$ cat src/rtl/gf16_dual_pkg.sv
package gf16_dual_pkg;

    localparam int SYM_W = 4;
    localparam logic [SYM_W:0] FIELD_POLY = 5'b10011;
    localparam int IDX_W = $clog2(SYM_W);

    typedef logic [SYM_W-1:0] sym_t;

    typedef struct packed {
        logic             busy;
        logic [IDX_W-1:0] idx;
        sym_t             win;
        sym_t             opb;
    } mul_state_t;

    // multiply by alpha with reduction
    function automatic sym_t gf_xtime(sym_t x);
        sym_t r;
        r = {x[SYM_W-2:0], 1'b0};
        if (x[SYM_W-1]) r = r ^ FIELD_POLY[SYM_W-1:0];
        return r;
    endfunction

    function automatic sym_t gf_mul(sym_t a, sym_t b);
        sym_t acc;
        sym_t t;
        acc = '0;
        t   = a;
        for (int i = 0; i < SYM_W; i++) begin
            if (b[i]) acc = acc ^ t;
            t = gf_xtime(t);
        end
        return acc;
    endfunction

    function automatic sym_t gf_alpha_pow(int n);
        sym_t x;
        x = sym_t'(1);
        for (int i = 0; i < n; i++) x = gf_xtime(x);
        return x;
    endfunction

    function automatic logic gf_trace(sym_t x);
        sym_t acc;
        sym_t y;
        acc = '0;
        y   = x;
        for (int i = 0; i < SYM_W; i++) begin
            acc = acc ^ y;
            y   = gf_mul(y, y);
        end
        return acc[0];
    endfunction

    // bit i = Tr(alpha^(n+i)); coordinate n of a is parity(a & mask)
    function automatic sym_t dual_mask(int n);
        sym_t m;
        for (int i = 0; i < SYM_W; i++) m[i] = gf_trace(gf_alpha_pow(n + i));
        return m;
    endfunction

endpackage

$ cat src/rtl/gf16_dual_conv.sv
module gf16_dual_conv
    import gf16_dual_pkg::*;
#(
    parameter int W = SYM_W
) (
    input  logic [W-1:0] poly_in,
    output logic [W-1:0] win_out
);
    // stage g holds dual coordinate (W-1+g), the highest window
    for (genvar g = 0; g < W; g++) begin : g_coord
        localparam sym_t MASK = dual_mask(W - 1 + g);
        assign win_out[g] = ^(poly_in & MASK[W-1:0]);
    end
endmodule

$ cat src/rtl/gf16_dual_step.sv
module gf16_dual_step
    import gf16_dual_pkg::*;
#(
    parameter int W = SYM_W
) (
    input  logic [W-1:0] win,
    input  logic [W-1:0] opb,
    output logic [W-1:0] win_nxt,
    output logic         bit_out
);
    logic [W-1:0] tap_term;

    // backwards recurrence: t(n) = t(n+W) ^ sum p_j t(n+j), j = 1..W-1
    assign tap_term[0] = win[W-1];
    for (genvar j = 1; j < W; j++) begin : g_tap
        if (FIELD_POLY[j]) begin : g_on
            assign tap_term[j] = win[j-1];
        end else begin : g_off
            assign tap_term[j] = 1'b0;
        end
    end

    assign win_nxt = {win[W-2:0], ^tap_term};
    assign bit_out = ^(win & opb);
endmodule

$ cat src/rtl/gf16_dual_ctrl.sv
module gf16_dual_ctrl
    import gf16_dual_pkg::*;
#(
    parameter int W = SYM_W,
    localparam int IW = $clog2(W)
) (
    input  logic          clk,
    input  logic          rst_n,
    input  logic          start,
    input  logic [W-1:0]  load_win,
    input  logic [W-1:0]  opb_in,
    input  logic [W-1:0]  step_win,
    input  logic          step_bit,
    output logic [W-1:0]  win_q,
    output logic [W-1:0]  opb_q,
    output logic          prod_bit,
    output logic [IW-1:0] prod_idx,
    output logic          prod_valid,
    output logic          prod_done
);
    mul_state_t st_d, st_q;
    logic last_q;
    logic accept;

    assign last_q = st_q.busy && (st_q.idx == '0);
    assign accept = start && (!st_q.busy || last_q);

    always_comb begin
        st_d = st_q;
        if (accept) begin
            st_d.busy = 1'b1;
            st_d.idx  = IW'(W - 1);
            st_d.win  = load_win;
            st_d.opb  = opb_in;
        end else if (last_q) begin
            st_d = '0;
        end else if (st_q.busy) begin
            st_d.idx = st_q.idx - IW'(1);
            st_d.win = step_win;
        end
    end

    always_ff @(posedge clk) begin
        if (!rst_n) st_q <= '0;
        else        st_q <= st_d;
    end

    assign win_q      = st_q.win;
    assign opb_q      = st_q.opb;
    assign prod_valid = st_q.busy;
    assign prod_idx   = st_q.idx;
    assign prod_done  = last_q;
    assign prod_bit   = st_q.busy & step_bit;


    accept_load_chk: assert property (@(posedge clk) disable iff (!rst_n)
        (start && (!prod_valid || prod_done)) |=> (prod_valid && prod_idx == IW'(W - 1)));

    idx_count_chk: assert property (@(posedge clk) disable iff (!rst_n)
        (prod_valid && prod_idx != '0) |=> (prod_valid && prod_idx == $past(prod_idx) - IW'(1)));

    done_end_chk: assert property (@(posedge clk) disable iff (!rst_n)
        (prod_done && !start) |=> !prod_valid);

    opb_hold_chk: assert property (@(posedge clk) disable iff (!rst_n)
        (prod_valid && prod_idx != '0) |=> $stable(opb_q));

    lfsr_shift_chk: assert property (@(posedge clk) disable iff (!rst_n)
        (prod_valid && prod_idx != '0) |=> (win_q[W-1:1] == $past(win_q[W-2:0])));

    idle_quiet_chk: assert property (@(posedge clk) disable iff (!rst_n)
        !prod_valid |-> (!prod_bit && prod_idx == '0 && !prod_done));
endmodule

$ cat src/rtl/gf16_dual_serial_mul.sv
module gf16_dual_serial_mul
    import gf16_dual_pkg::*;
(
    input  logic                  clk,
    input  logic                  rst_n,
    input  logic                  start,
    input  logic [SYM_W-1:0]      mcand,
    input  logic [SYM_W-1:0]      mplier,
    output logic                  prod_bit,
    output logic [IDX_W-1:0]      prod_idx,
    output logic                  prod_valid,
    output logic                  prod_done
);
    logic [SYM_W-1:0] load_win;
    logic [SYM_W-1:0] win_q;
    logic [SYM_W-1:0] opb_q;
    logic [SYM_W-1:0] step_win;
    logic             step_bit;

    gf16_dual_conv #(.W(SYM_W)) u_conv (
        .poly_in (mcand),
        .win_out (load_win)
    );

    gf16_dual_step #(.W(SYM_W)) u_step (
        .win     (win_q),
        .opb     (opb_q),
        .win_nxt (step_win),
        .bit_out (step_bit)
    );

    gf16_dual_ctrl #(.W(SYM_W)) u_ctrl (
        .clk        (clk),
        .rst_n      (rst_n),
        .start      (start),
        .load_win   (load_win),
        .opb_in     (mplier),
        .step_win   (step_win),
        .step_bit   (step_bit),
        .win_q      (win_q),
        .opb_q      (opb_q),
        .prod_bit   (prod_bit),
        .prod_idx   (prod_idx),
        .prod_valid (prod_valid),
        .prod_done  (prod_done)
    );
endmodule

$ cat config.mk
export PLATFORM = sky130hd
export DESIGN_NAME = gf16_dual_serial_mul
export DESIGN_NICKNAME = d
export VERILOG_FILES = /design/src/rtl/gf16_dual_pkg.sv /design/src/rtl/gf16_dual_conv.sv /design/src/rtl/gf16_dual_step.sv /design/src/rtl/gf16_dual_ctrl.sv /design/src/rtl/gf16_dual_serial_mul.sv
export SDC_FILE = /design/constraint.sdc
export NUM_CORES = 1
export LEC_CHECK = 0
export BUFFER_PORTS_ARGS = -buffer_cell sky130_fd_sc_hd__buf_2
export CAP_MARGIN = 30
export CORE_MARGIN = 2
export CORE_UTILIZATION = 45
export CTS_BUF_LIST = sky130_fd_sc_hd__clkbuf_16
export DETAILED_ROUTE_END_ITERATION = 10
export PLACE_DENSITY = 0.66
export SYNTH_ARGS = -nofsm -noshare
export SYNTH_HDL_FRONTEND = slang
export SYNTH_SLANG_ARGS = --single-unit
export TNS_END_PERCENT = 30
$ cat constraint.sdc
create_clock -name clk -period 1.9 [get_ports clk]
set_input_delay 0.095 -clock clk [delete_from_list [all_inputs] [get_ports clk]]
set_output_delay 0.095 -clock clk [all_outputs]
set_load 0.05 [all_outputs]
### Yosys cells after proc, flatten, opt, wreduce, memory -nomap -nowiden

Index checks and enable logic that the tools add are counted.

* register bits after elaboration: 11
* bits in latches: 0
* bits in writable memories: 0
* bits in read-only memories: 0
* input bits: 11
* output and inout port bits: 5
* word-level logic and storage cells: 25
* memories kept: 0

* $add $sub $neg: 1
* $mul: 0
* divide/modulo/power cells: 0
* magnitude comparators: 0
* equal/unequal tests: 0
* shifts and indexed selects: 0
* multiplexer cells: 5
* bitwise gates (word level): 2
* reduce and logical (&&, ||, !) cells: 13

Operator list (number)
* $reduce_xor A4 Y1: 6
* $mux W6: 2
* $mux W11: 1
* $and A4 B4 Y4: 1
* $mux W4: 1
* $reduce_bool A3 Y1: 1
* $logic_and A1 B1 Y1: 2
* $logic_not A2 Y1: 1
* $reduce_bool A2 Y1: 1
* $sub A2 B1 Y2 const B: 1
* $and A1 B1 Y1: 1
* $logic_not A1 Y1: 1
* $logic_or A1 B1 Y1: 1
* $mux W1: 1

### Depth between registers and ports, before layout

* depth after elaboration: 5
* gate-level depth with buffers: 5

### By module

A second synthesis with hierarchy kept.

* cell total of the unflattened synthesis: 73
* area total of the unflattened synthesis: 600.6 µm²

By module, submodules not included
* gf16_dual_ctrl: instances 1, cells each 58, area an instance 467.9 µm², sequential area each 220.2 µm²
* gf16_dual_step: instances 1, cells each 11, area an instance 82.6 µm², sequential area each 0.0 µm²
* gf16_dual_conv: instances 1, cells each 4, area an instance 50.0 µm², sequential area each 0.0 µm²

### Worst setup path before layout

Ideal clock, no wire load.

* path type: register to register
* from: register u_ctrl.st_q (netlist bit u_ctrl.prod_idx[1])
* to: register u_ctrl.st_q (netlist bit u_ctrl.win_q[0])
* setup time: 0.119 ns
* data arrival time: 1.358 ns
* data required time: 1.781 ns
* path slack: 0.423 ns
* cell stages (with the launch flop): 6
* path buffers: 1
* clock period less this slack: 1.477 ns
* cells stage by stage: dfxtp_1 -> nor2_2 -> nor2b_2 -> buf_6 -> nor3_2 -> o221a_1

* longest elaborated chain between the ends: 5
* elaborated cells on any way between the ends: 7

Ends and longest elaborated chain
* start, declared: line gf16_dual_ctrl.sv:21 `mul_state_t st_d, st_q;`
* start signal, assigned: line gf16_dual_ctrl.sv:45 `else st_q <= st_d;`
* $logic_not A2 Y1 *: line gf16_dual_ctrl.sv:25 `assign last_q = st_q.busy && (st_q.idx == '0);`
* $logic_and A1 B1 Y1 *: line gf16_dual_ctrl.sv:25
* $logic_or A1 B1 Y1: line gf16_dual_ctrl.sv:26 `assign accept = start && (!st_q.busy || last_q);`
* $logic_and A1 B1 Y1: line gf16_dual_ctrl.sv:26
* $reduce_bool A3 Y1 (no line) / $mux W11 (equally long branches)

Mark *: on every way between the ends. The rest lies on a longest branch, timed or not.
A chain may end at the register's enable or synchronous reset.

### Worst setup path after layout

* from: register u_ctrl.st_q (netlist bit u_ctrl.win_q[0])
* to: output port prod_bit

* longest elaborated chain between the ends: 3

Ends and longest elaborated chain
* $and A4 B4 Y4: line gf16_dual_step.sv:24 `assign bit_out = ^(win & opb);`
* $reduce_xor A4 Y1: line gf16_dual_step.sv:24
* $and A1 B1 Y1: line gf16_dual_ctrl.sv:53 `assign prod_bit = st_q.busy & step_bit;`
* end, declared: line gf16_dual_serial_mul.sv:9 `output logic prod_bit,`

Every way passes these cells.

==> results by stage <==
Detailed routing:
- Using the TritonRoute via totals, the vias-per-cell ratio works out to 5.679.
- The detailed router finished its first iteration with 11 violations.
- Once detail routing completed, the nets flagged for antenna violations numbered 0.
- The final route contains 602 vias.
- Before antenna repair, the detailed router went through 4 iterations.
- After detailed routing, the number of remaining DRC violations is 0.
- Dividing the detail-routed wire length by the instance count gives 14.01 µm.
- The total wirelength of the detailed-routed design is 1485 µm.

Critical path:
- Traced cell by cell, the critical path runs through nand2_1 -> xnor2_1 -> xnor2_1 -> and2_1 -> buf_2.
- STA classifies the critical path endpoint as an output port.
- The largest single stage delay on the critical path is 0.41 ns.
- The worst setup path is of the reg2out kind.
- The required time of the critical path is 1.80 ns.
- In this run the worst path has a maximum fanout of 5.
- Counting buffers and inverters, the worst setup path is 5 cells deep.
- Setup slack on the worst reg-to-reg path comes out at 0.51 ns.
- The worst register-to-register path has a depth of 4.
- Counting both buffers and inverters, the worst setup path holds a total of 1.
- The kind of cell adding the most delay to the critical path is flip-flops.
- The slowest stage of the critical path is the sky130_fd_sc_hd__dfxtp_1 cell.
- Data arrives at the worst endpoint at 1.44 ns.
- The type of element launching the critical path is a flip-flop.
- By instance count, the cell type seen most on the critical path is sky130_fd_sc_hd__xnor2_1.

Power:
- The switching power share of the total is 0.2800.
- The share of total power dissipated in the clock network is 0.465.
- The analysis attributes to cell leakage a power of 0.3555 nW.
- In this run the power density over the cells is 1005 mW/mm².
- IR analysis of the VDD net gives a maximum drop of 0.7515 mV.
- The sequential cell fraction of total power is 0.333.
- The share of total power dissipated in combinational logic is 0.201.
- Internal power comes to 0.6029 mW.
- The switching power of the nets is 0.2344 mW.

Synth:
- The number of synthesized register bits is 11.
- In this run, synthesis inferred 0 flip-flops with an integrated enable.
- The cell type with the highest aggregate area in the netlist is sky130_fd_sc_hd__dfxtp_1.
- Summing every instance area after synthesis gives 689.4 µm².
- In the post-synthesis netlist, the biggest area contributors are sky130_fd_sc_hd__dfxtp_1 (32%), sky130_fd_sc_hd__mux2i_1 (5.8%), sky130_fd_sc_hd__a221oi_1 (5.1%), sky130_fd_sc_hd__xnor2_1 (5.1%), sky130_fd_sc_hd__xor2_1 (5.1%).
- The cell count after synthesis came out at 74.
- The Yosys warning count is 0.
- The fraction of synthesis flops using an asynchronous set or reset pin is 0.
- Counting every net in the synthesized netlist gives 85.
- The most used flip-flop cell after synthesis is sky130_fd_sc_hd__dfxtp_1.
- The synthesized netlist contains 29 unique library cells.
- For this run, the register share of the synthesized area comes to 0.3194.
- Of the post-synthesis cell area, the dominant cell type holds 0.3194.
- Averaged over all synthesized cells, the footprint is 9.316 µm².

Cells and area:
- Compared with the post-synthesis result, the final layout area differs by 20.87%.
- In the final layout, the share of cells above drive strength 1 is 0.3667.
- The multi-input combinational cells in the finished layout cover a total of 426.7 µm².
- In the final design database the tool counted 102 nets.
- The finished layout holds 106 standard cells, fillers aside.
- The layout has 150 filler cells.
- The finished cells cover 833.3 µm².
- 0 antenna diodes ended up in the layout.
- The area taken by flip-flops and latches is 220.2 µm².

Clock tree:
- The hold buffer count at cts is 0.
- The number of buffers inserted by post-CTS setup repair is 0.
- The tree is rooted in a sky130_fd_sc_hd__clkbuf_16.
- The post-cts gate resize count is 0.
- The longest clock path from root to sink contains 2 buffers.
- The insertion delay to the later sink of the worst-skew pair is 0.24 ns.
- After clock tree synthesis, the clock-pin slew on the worst setup and hold paths is 0.04 ns.
- The number of clock sinks seen by CTS is 11.
- Counting the buffers created by CTS gives 3.
- The CTS tree is built.
- CTS built an H-tree with a depth of 1.

Placement:
- In this run the tool buffered the top-level ports with 15 buffer cells.
- The placement-stage cell area is 753.2 µm².
- The weighted congestion reported at the end of routability-driven placement is 0.7274.
- After detailed placement, the design holds a cell count of 102.
- The post-detailed-placement half-perimeter wirelength is 1043 µm.
- The worst-case setup slack after placement is 0.5146 ns.

Timing:
- The worst pin sits at a relative slew slack of 0.6800.
- The setup clock skew after layout is 0.004385 ns.
- Setup repair after global routing left no endpoint under its margin.
- The number of max-slew violations in the final report is 0.
- The share of the clock period used by the worst path is 0.8095.
- The final hold violation count was 0.
- The routed design could run at a clock period as short as 1.538 ns.
- In the post-route analysis, the smallest setup slack over all paths is 0.3619 ns.
- For this run, the top clock speed supported by timing is 0.6501 GHz.
- The sum of negative setup slack is 0 ns.
- The setup-violating endpoint count in the final report is 0.
- The measured slew at the worst slew-check pin is 0.4778 ns.

Worst hold path:
- The tightest min-delay check is of the in2reg type.
- The cell count of the worst hold path is 3.

Die:
- The initial core utilization is 0.4685.
- The floorplan has 14 rows.
- The die is 43.14 µm wide.
- From bottom edge to top edge, the die measures 43.14 µm.
- The area of the placeable core is 0.001471 mm².
- The floorplan step defined a die boundary enclosing 0.001861 mm².
- The number of I/O pins is 16.

Run:
- The tool flagged a number of max-cap violations equal to 0.

GRT:
- Entering global routing, the biggest net connects 17 pins.
- The first global-routing pass estimated 2587 µm of wire.
- The global router's overall resource usage is 0.1930.
- The total congestion overflow after global routing is 0.
- The number of global-route vias before repair is 631.
- The number of antenna violations at the first check in global routing is 0.

Outcome:
- The run finished with clean final reports.
## through the flow
step                      utilization  hold slack [ns]  power [mW]
final                          0.5663           0.1377      0.8373
after detailed placement       0.5119           0.3867      0.4514
after global placement         0.5119           0.3823      0.4478
after global routing           0.5663           0.1706      0.8731
after CTS                      0.5663           0.1400      0.8423
after floorplan                     -           0.2232      0.4148
## final timing paths
path                                        start                           end
hold reg to reg      u_ctrl.opb_q[3]$_SDFFE_PN0P_  u_ctrl.opb_q[3]$_SDFFE_PN0P_
hold / removal                          mplier[3]  u_ctrl.opb_q[3]$_SDFFE_PN0P_
setup reg to reg  u_ctrl.prod_idx[0]$_SDFFE_PN0P_  u_ctrl.win_q[0]$_SDFFE_PN0P_
setup / recovery     u_ctrl.win_q[0]$_SDFFE_PN0P_                      prod_bit
## layer usage
layer,routed length [µm],GRT usage
met1,679,0.2130
met2,705,0.3104
met3,75,0.08085
met4,24,0.1030
met5,0,0
## registers in the layout, indices dropped and copies added (netlist names)
register,flops
u_ctrl.prod_valid,1
u_ctrl.prod_idx,2
u_ctrl.opb_q,4
u_ctrl.win_q,4
## cell usage in the layout (no fill, tap or decap), drive strengths merged
master / synthesis / routed
a211oi: 1 / 1
a21o: 1 / 1
a21oi: 3 / 3
a221oi: 6 / 6
a22oi: 1 / 1
and2: 2 / 2
buf: 4 / 16
clkbuf: 0 / 3
clkinv: 0 / 1
dfxtp: 11 / 11
inv: 1 / 1
mux2i: 4 / 4
nand2: 6 / 6
nor2: 8 / 8
nor2b: 5 / 5
nor3: 2 / 2
o21a: 1 / 1
o21ai: 4 / 4
o21ba: 2 / 2
o21bai: 1 / 1
o221a: 1 / 1
o22ai: 1 / 1
or2: 1 / 1
xnor2: 4 / 4
xor2: 4 / 4
## area by class of cell
cell class                 instances  share of cell area
multi-input combinational         58              0.5120
sequential                        11              0.2643
timing repair buffer              16             0.09910
clock buffer                       3             0.09009
tap                               16             0.02402
clock inverter                     1            0.006006
inverter                           1            0.004505
## worst min-delay path: stages
cell and delay [ns]:
sky130_fd_sc_hd__buf_2 0.09, sky130_fd_sc_hd__a221oi_1 0.07, sky130_fd_sc_hd__nor2b_1 0.09
## synthesized netlist by cell type, drive strengths merged (2+ instances only)
cell    number
o21ba        2
and2         2
buf          4
nor2         8
nand2        6
xnor2        4
nor2b        5
a21oi        3
dfxtp       11
a221oi       6
xor2         4
mux2i        4
nor3         2
o21ai        4
## power groups by stage
| stage | Combinational, mW | Sequential, mW | Clock (mW) |
|---|---|---|---|
| detailed placement | 0.169 | 0.283 | 0 |
| global route | 0.187 | 0.282 | 0.405 |
| CTS | 0.170 | 0.279 | 0.394 |
| finish | 0.169 | 0.279 | 0.390 |
| global placement | 0.167 | 0.281 | 0 |
| floorplan | 0.118 | 0.297 | 0 |
## kinds of logic after synthesis
family	share of synthesized area
and+or+nand+nor	0.1960
AOI/OAI and AO/OA	0.2632
DFF	0.3194
xor gates and xnor gates	0.1016
buffers and inverters	0.06169
muxes	0.05808
No activity file was read; power rests on OpenSTA's default activity.
